[config.mk]
export PLATFORM = sky130hd
export DESIGN_NAME = regTargetI2c
export DESIGN_NICKNAME = d
export VERILOG_FILES = /design/src/rtl/i2cTgtPkg.sv /design/src/rtl/i2cTgtData.sv /design/src/rtl/i2cTgtCtrl.sv /design/src/rtl/regTargetI2c.sv
export SDC_FILE = /design/constraint.sdc
export NUM_CORES = 1
export LEC_CHECK = 0
export CORE_MARGIN = 4
export CORE_UTILIZATION = 35
export CTS_BUF_LIST = sky130_fd_sc_hd__clkbuf_2 sky130_fd_sc_hd__clkbuf_4 sky130_fd_sc_hd__clkbuf_8
export DETAILED_ROUTE_END_ITERATION = 8
export PLACE_DENSITY = 0.55
export SLEW_MARGIN = 30
export SYNTH_ARGS = -nofsm -noshare
export SYNTH_HDL_FRONTEND = slang
export SYNTH_SLANG_ARGS = --single-unit
[constraint.sdc]
create_clock -name clk -period 3.7 [get_ports clk]
set_input_delay 0.37 -clock clk [delete_from_list [all_inputs] [get_ports clk]]
set_output_delay 0.37 -clock clk [all_outputs]
set_load 0.01 [all_outputs]
[src/rtl/i2cTgtPkg.sv]
package i2cTgtPkg;

  typedef enum logic [2:0] {
    PH_IDLE,
    PH_ADDR,
    PH_PTR,
    PH_WRITE,
    PH_READ,
    PH_IGNORE
  } phaseT;

  // strobes from protocol control to the datapath
  typedef struct packed {
    logic shiftIn;    // sample SDA into the receive byte
    logic loadPtr;    // take the receive byte as register pointer
    logic writeByte;  // issue a register write of the receive byte
    logic incPtr;     // advance pointer after a host-acked read byte
    logic loadTx;     // load transmit byte from read data
    logic shiftTx;    // move to next transmit bit
  } dpCmdT;

endpackage

[src/rtl/i2cTgtData.sv]
module i2cTgtData
  import i2cTgtPkg::*;
#(
  parameter int REG_COUNT = 24,
  parameter int PTR_W = $clog2(REG_COUNT)
) (
  input  logic             clk,
  input  logic             rstN,
  input  dpCmdT            cmd,
  input  logic             sdaIn,
  input  logic [7:0]       regRdData,
  output logic [7:0]       rxByte,
  output logic             txNextBit,
  output logic [PTR_W-1:0] regAddr,
  output logic             regWrEn,
  output logic [7:0]       regWrData
);

  logic [6:0]       txRest;
  logic [PTR_W-1:0] ptr;
  logic [PTR_W-1:0] ptrAdv;

  assign ptrAdv    = (ptr == PTR_W'(REG_COUNT - 1)) ? '0 : ptr + 1'b1;
  assign txNextBit = txRest[6];
  assign regAddr   = ptr;

  always_ff @(posedge clk) begin
    if (!rstN) begin
      rxByte    <= '0;
      txRest    <= '0;
      ptr       <= '0;
      regWrEn   <= 1'b0;
      regWrData <= '0;
    end else begin
      if (cmd.shiftIn) rxByte <= {rxByte[6:0], sdaIn};
      if (cmd.loadTx) txRest <= regRdData[6:0];
      else if (cmd.shiftTx) txRest <= {txRest[5:0], 1'b0};
      regWrEn <= cmd.writeByte;
      if (cmd.writeByte) regWrData <= rxByte;
      // pointer steps once the write strobe has been presented
      if (cmd.loadPtr) ptr <= (int'(rxByte) < REG_COUNT) ? rxByte[PTR_W-1:0] : '0;
      else if (cmd.incPtr || regWrEn) ptr <= ptrAdv;
    end
  end

endmodule

[src/rtl/i2cTgtCtrl.sv]
module i2cTgtCtrl
  import i2cTgtPkg::*;
#(
  parameter logic [6:0] TGT_ADDR = 7'h32,
  parameter int TIMEOUT_CYC = 250_000_000
) (
  input  logic       clk,
  input  logic       rstN,
  input  logic       sclIn,
  input  logic       sdaIn,
  input  logic [7:0] rxByte,
  input  logic       txNextBit,
  input  logic       rdMsb,
  output dpCmdT      cmd,
  output logic       sdaLow
);

  localparam int TW = $clog2(TIMEOUT_CYC + 1);

  phaseT        phase, phaseN;
  logic [3:0]   bitCnt, bitN;
  logic         inAck, ackN, lowN, isRead, readN;
  logic         sclPrev, sdaPrev;
  logic [TW-1:0] toCnt;
  logic         sclRise, sclFall, startSeen, stopSeen, expired, busy;

  assign sclRise   = sclIn & ~sclPrev;
  assign sclFall   = ~sclIn & sclPrev;
  assign startSeen = sclIn & sclPrev & sdaPrev & ~sdaIn;
  assign stopSeen  = sclIn & sclPrev & ~sdaPrev & sdaIn;
  assign expired   = (toCnt == TW'(TIMEOUT_CYC - 1));
  assign busy      = (phase == PH_ADDR) || (phase == PH_PTR) ||
                     (phase == PH_WRITE) || (phase == PH_READ);

  always_comb begin
    cmd    = '0;
    phaseN = phase;
    bitN   = bitCnt;
    ackN   = inAck;
    lowN   = sdaLow;
    readN  = isRead;
    if (expired) begin
      phaseN = PH_IDLE; bitN = '0; ackN = 1'b0; lowN = 1'b0;
    end else if (startSeen) begin
      phaseN = PH_ADDR; bitN = '0; ackN = 1'b0; lowN = 1'b0;
    end else if (stopSeen) begin
      phaseN = PH_IDLE; bitN = '0; ackN = 1'b0; lowN = 1'b0;
    end else if (busy && sclRise) begin
      if (!inAck && bitCnt < 4'd8) begin
        bitN = bitCnt + 4'd1;
        cmd.shiftIn = 1'b1;
      end else if (inAck && phase == PH_READ) begin
        if (sdaIn) phaseN = PH_IGNORE;   // host NACK
        else cmd.incPtr = 1'b1;
      end
    end else if (busy && sclFall) begin
      if (!inAck) begin
        if (bitCnt == 4'd8) begin
          ackN = 1'b1;
          unique case (phase)
            PH_ADDR: begin
              if (rxByte[7:1] == TGT_ADDR) begin
                lowN = 1'b1; readN = rxByte[0];
              end else begin
                phaseN = PH_IGNORE; ackN = 1'b0;
              end
            end
            PH_PTR:   begin lowN = 1'b1; cmd.loadPtr = 1'b1; end
            PH_WRITE: begin lowN = 1'b1; cmd.writeByte = 1'b1; end
            default:  lowN = 1'b0;       // read: host owns the ack slot
          endcase
        end else if (phase == PH_READ && bitCnt != 4'd0) begin
          cmd.shiftTx = 1'b1;
          lowN = ~txNextBit;
        end
      end else begin
        ackN = 1'b0;
        bitN = '0;
        unique case (phase)
          PH_ADDR: begin
            if (isRead) begin
              phaseN = PH_READ; cmd.loadTx = 1'b1; lowN = ~rdMsb;
            end else begin
              phaseN = PH_PTR; lowN = 1'b0;
            end
          end
          PH_READ: begin cmd.loadTx = 1'b1; lowN = ~rdMsb; end
          default: begin phaseN = PH_WRITE; lowN = 1'b0; end
        endcase
      end
    end
  end

  always_ff @(posedge clk) begin
    if (!rstN) begin
      phase   <= PH_IDLE;
      bitCnt  <= '0;
      inAck   <= 1'b0;
      sdaLow  <= 1'b0;
      isRead  <= 1'b0;
      sclPrev <= 1'b1;
      sdaPrev <= 1'b1;
      toCnt   <= '0;
    end else begin
      phase   <= phaseN;
      bitCnt  <= bitN;
      inAck   <= ackN;
      sdaLow  <= lowN;
      isRead  <= readN;
      sclPrev <= sclIn;
      sdaPrev <= sdaIn;
      if (phase == PH_IDLE || stopSeen) toCnt <= '0;
      else toCnt <= toCnt + 1'b1;
    end
  end

endmodule

[src/rtl/regTargetI2c.sv]
module regTargetI2c
  import i2cTgtPkg::*;
#(
  parameter logic [6:0] TGT_ADDR = 7'h32,
  parameter int REG_COUNT = 24,
  parameter int TIMEOUT_CYC = 250_000_000,
  localparam int PTR_W = $clog2(REG_COUNT)
) (
  input  logic             clk,
  input  logic             rstN,
  input  logic             sclIn,
  input  logic             sdaIn,
  output logic             sdaDriveLow,
  output logic             regWrEn,
  output logic [PTR_W-1:0] regAddr,
  output logic [7:0]       regWrData,
  input  logic [7:0]       regRdData
);

  dpCmdT      cmd;
  logic [7:0] rxByte;
  logic       txNextBit;

  i2cTgtCtrl #(.TGT_ADDR(TGT_ADDR), .TIMEOUT_CYC(TIMEOUT_CYC)) uCtrl (
    .clk(clk), .rstN(rstN), .sclIn(sclIn), .sdaIn(sdaIn),
    .rxByte(rxByte), .txNextBit(txNextBit), .rdMsb(regRdData[7]),
    .cmd(cmd), .sdaLow(sdaDriveLow)
  );

  i2cTgtData #(.REG_COUNT(REG_COUNT), .PTR_W(PTR_W)) uData (
    .clk(clk), .rstN(rstN), .cmd(cmd), .sdaIn(sdaIn),
    .regRdData(regRdData), .rxByte(rxByte), .txNextBit(txNextBit),
    .regAddr(regAddr), .regWrEn(regWrEn), .regWrData(regWrData)
  );

endmodule

# Yosys cells after proc, flatten, opt, wreduce, memory -nomap -nowiden
# Index checks and enable logic that the tools add are counted.
# Widths: inputs -> output; s select.
# totals
reg_bits	69
in_bits	12
# op_classes
bitwise_logic	19
n_mux	57
order_cmp	2
n_eq_ne	20
n_addsub	3
n_reduce_logical	33
# op_table
operator	count
$mux 3	10
$add 28x1->28 const B	1
$eq 28x28->1 const B	1
$mux 1	24
$mux 5	4
$mux 6	3
$mux 4	4
$reduce_and 8->1	2
$mux 7	2
$mux 2	6
$ne 4x2->1 const B	3
$not 1->1	12
$reduce_bool 5->1	2
$reduce_and 9->1	1
$reduce_bool 3->1	3
$lt 8x5->1 const B	1
$ne 2x2->1 const B	4
$reduce_bool 2->1	4
$reduce_bool 4->1	2
$and 1x1->1	7
$eq 7x6->1 const B	1
$eq 3x2->1 const B	2
$pmux 1 s2	3
$pmux 3 s2	1
21 further kinds	31

# Longest topological paths before layout
# depth
word_depth	13
mapped_depth	9
mapped_depth_nobuf	8

# Cells and area by module
# A second synthesis with hierarchy kept.
# hier_totals
cells_unflattened	384
area_unflattened_um2	3405.8
# by_module_without_submodules
module	instances	cells_per_inst	area_each_um2	seq_area_each_um2
i2cTgtCtrl	1	258	2159.6	800.8
i2cTgtData	1	126	1246.2	580.6

# Worst setup path after synthesis
# OpenSTA, ideal clock, no wires.
# synth_path
path_kind	reg-to-reg
startpoint	register uCtrl.toCnt[0]
endpoint	register uCtrl.toCnt[20]
setup_time_ps	118
stages_incl_launch_ff	9
slack_ps	1798
required_time_ps	3582
period_less_slack_ps	1902
arrival_ps	1784
cell_sequence	dfxtp_1 ha_1 inv_1 or4_4 buf_6 nor3_2 nand2_1 xor2_1 nor2_2
# synth_between
elab_chain_cells	1
# synth_rtl
element	line_no	rtl
start: declaration	i2cTgtCtrl.sv:24	logic [TW-1:0] toCnt;
start signal: assignment	i2cTgtCtrl.sv:113	else toCnt <= toCnt + 1'b1;
$add 28x1->28	i2cTgtCtrl.sv:113	
# No other way between the ends.
# A chain may end at the register's enable or synchronous reset.

# Final worst setup path
# layout_path
startpoint	register uCtrl.inAck
endpoint	register uData.ptr[2] (netlist: uData.regAddr[2])
# layout_between
elab_chain_cells	9
word_cells_on_any_way	15
# layout_rtl
element	line_no	rtl
start: declaration	i2cTgtCtrl.sv:22	logic inAck, ackN, lowN, isRead, readN;
start signal: assignment	i2cTgtCtrl.sv:107	inAck <= ackN;
$logic_and 1x1->1 or $logic_not 1->1 (tied branches)	i2cTgtCtrl.sv:52, i2cTgtCtrl.sv:49	
$mux 1 or $logic_and 1x1->1 (tied branches)	i2cTgtCtrl.sv:52, i2cTgtCtrl.sv:49	
$mux 1	i2cTgtCtrl.sv:49	if (!inAck && bitCnt < 4'd8) begin
$mux 1	i2cTgtCtrl.sv:48	end else if (busy && sclRise) begin
$mux 6 (*)	i2cTgtCtrl.sv:46	end else if (stopSeen) begin
$mux 6 (*)	i2cTgtCtrl.sv:44	end else if (startSeen) begin
$mux 6 (*)	i2cTgtCtrl.sv:42	if (expired) begin
$logic_or 1x1->1	i2cTgtData.sv:42	else if (cmd.incPtr || regWrEn) ptr <= ptrAdv;
$reduce_bool 2->1 (no source line)	n/a	
end signal: assignment	i2cTgtData.sv:41	if (cmd.loadPtr) ptr <= (int'(rxByte) < REG_COUNT) ? rxByte[PTR_W-1:0] : '0;
end signal: assignment	i2cTgtData.sv:42	
end: declaration	i2cTgtData.sv:20	logic [PTR_W-1:0] ptr;
# Mark *: on every way between the ends. The rest lies on a longest branch, timed or not.

==> results.cfg <==
[drt]
wl_per_cell_um = 13.2
drt-total-wl_mm = 7.32
first_pass_iters = 4
vias = 2772
drc_errors = 0
drt_iter0_drc = 85
via_per_inst = 5.00
antenna_left = 0

[power_and_ir_drop]
pwr_density_cell_nw_per_um2 = 331
p_clk_share_pct = 39.6
switching_share_pct = 23.2
power_frac_seq_pct = 56.4
total_power_mw = 1.33
pwr-share-comb_pct = 4.1
p_leak_nw = 1.35
p_int_mw = 1.02
vdd_drop_max_v = 0.000138
switchingPower_uw = 308

[synth]
seq_area_frac_synth_pct = 39.6
synth_top_area_cell = dfxtp_1
synth-seq-cells = 69
synth_fp_nets = 408
synth_area_um2 = 3490
yosys_warnings = 0
synth.avg_cell_area_um2 = 8.89
yosysUniqueCellTypes = 60
synthFlopType = dfxtp_1
synth_edf_count = 0
synth_cells = 392
async_reset_ff_share_pct = 0
yosys.area.top_type_share_pct = 39.6
synth_area_leaders = dfxtp_1, mux2i_1, nor2_1

[die]
dieArea_um2 = 11600
ios = 27
num_rows = 36
die_w_um = 108
initial_core_util_pct = 35.8
die_height_um = 108
core-area_um2 = 9730

[timing]
fin_crit_sh_pct = 61.0
rsz0062_at_grt = no
min_period_ps = 2260
max_freq_mhz = 443
tns_ps = 0
drv_slew = 0
final-setup-viol-count = 0
clock_skew_ps = 10.8
max_slew_margin_pct = 52.0
hold_slack_ps = 456
worst_pin_slew_ps = 702
hold_viol = 0

[clocking]
clock_latency_ps = 330
tritoncts = done
clkSinkCount = 69
post_cts_buffers = 0
h-tree-depth = 3
clk_pin_slew_worst_paths_ps = 70
hold_buffers = 0
numCtsBuffers = 9
clockRootBuffer = clkbuf_8
cts_buffer_depth = 2
cts_resized = 0

[flow_run]
drv_cap = 0

[cells_and_area]
layout.nets = 432
synthToLayoutAreaGrowth_pct = 15.3
stdcell_area_um2 = 4020
stdcell_count = 554
diodes = 0
drive_above_1_share_pct = 8.79

[placement]
post-place-cells = 538
dp_hpwl_mm = 5.23
portBuffers = 26
place_congestion = 0.854
post_dp_cell_area_um2 = 3850

[critical_path]
regToRegEndpoint = uData.regAddr[2]
critPathRequiredTime_ps = 3930
rr_startpoint = uCtrl.inAck
path_max_fanout = 19
endpoint_kind = register
critical_path_class = reg -> reg
timing.critical_path.arrival_ps = 2490
reg2reg_setup_slack_ps = 1440
ff2ff_path_depth = 5
setup.worst_path.start_class = register

[min_path]
worstHoldEndpoint = uData.txRest[5]
hp-class = reg -> reg
holdPathStages = 2
hold_start = uData.txRest[5]

[run_status]
status = finished, final reports clean

[grt]
antenna_found_initial = 0
gr-total-overflow = 0
grt_max_degree = 36
grt_pass1_vias = 2628
grt_usage_pct = 13.4
grt_pass1_wl_mm = 12.5
## synth_stat cells (9+ instances only)
cell / count
inv_1: 10
mux2i_1: 21
a21oi_1: 14
and3_1: 9
nor2b_1: 26
nand3_1: 20
xor2_1: 16
nor2_1: 44
dfxtp_1: 69
nand2_1: 30
o21ai_0: 11
xnor2_1: 12
## cells by family after synthesis
family	count (synthesis)	share of synthesized area [%]
buffers and inverters	25	3.27
XOR/XNOR	28	7.04
flip-flops	69	39.6
adder cells (fa/ha/maj)	4	1.44
AO/OA/AOI/OAI	60	11.3
multiplexers	22	6.35
AND/OR/NAND/NOR	184	31.0
## cell type report
cell class              count  area, um^2
clock inverters             5        27.5
flip-flops and latches     69        1380
clock buffers              11         139
repair buffers             28         275
inverters                  10        37.5
fillers                  1021        5710
multi-input cells         298        1990
well taps                 133         166
## layout by cell type, fill, tap and decap left out, types with 3 or more instances in the layout
cell type	n
dfxtp_1	69
xor2_1	16
and2_1	3
clkinv_2	4
nor2_1	44
nor2_2	4
nand2_1	30
clkdlybuf4s50_1	26
a21boi_0	4
nand3_1	20
a21oi_1	14
o21ai_0	11
ha_1	4
mux2i_1	21
inv_1	10
xnor2_1	12
clkbuf_8	9
and3_1	9
nand2b_1	5
nor2b_1	26
a22oi_1	5
nor4b_1	3
o21ai_1	3
nor3_1	6
nor3b_1	5
nand4_1	4
o22ai_1	5
## metrics by stage
stage,setup slack (ps),utilization [%]
3_5_place_dp,1140,39.6
3_3_place_gp,1160,39.6
5_1_grt,1270,41.3
6_report,1440,41.3
2_1_floorplan,1800,-
4_1_cts,1450,41.3
## power groups by stage
stage | registers, mW | logic, mW | clock network (mW)
2_1_floorplan | 0.764 | 0.0347 | 0
3_3_place_gp | 0.767 | 0.0550 | 0
3_5_place_dp | 0.767 | 0.0549 | 0
4_1_cts | 0.750 | 0.0554 | 0.549
5_1_grt | 0.751 | 0.0599 | 0.582
6_report | 0.750 | 0.0545 | 0.526
## worst max path at each step
stage,start,end,slack (ps),depth (start not counted)
6_report,uCtrl.inAck,uData.regAddr[2],1440,5
5_1_grt,uCtrl.phase[2],uData.rxByte[0],1270,6
4_1_cts,uCtrl.inAck,uData.regAddr[2],1450,5
3_5_place_dp,sclIn,uData.rxByte[4],1140,7
3_3_place_gp,sclIn,uData.rxByte[0],1160,7
2_1_floorplan,uCtrl.toCnt[0],uCtrl.toCnt[20],1800,8
## metal layers
metal,share of wire (%),track usage [%],vias to the layer above,wire length (um)
met4,1.1,5.23,0,84
met2,48,21.8,35,3490
met3,3.8,3.06,8,276
li1,-,-,1421,-
met1,47,17.2,1308,3470
met5,0,0,-,0
## worst max-delay path, stage by stage (launching register included)
cell and delay (ps):
dfxtp_1 720, inv_1 280, o41ai_1 450, a21o_1 340, o21ai_0 150, a31o_1 230
## flip-flops by register name, summed over array words and instances (netlist names), 3 cells and up
name / flops
uCtrl.phase: 3
uCtrl.bitCnt: 4
uData.regAddr: 5
uData.txRest: 7
uCtrl.toCnt: 28
uData.regWrData: 8
uData.rxByte: 8
Note: power is estimated with default switching activity, not from simulation.
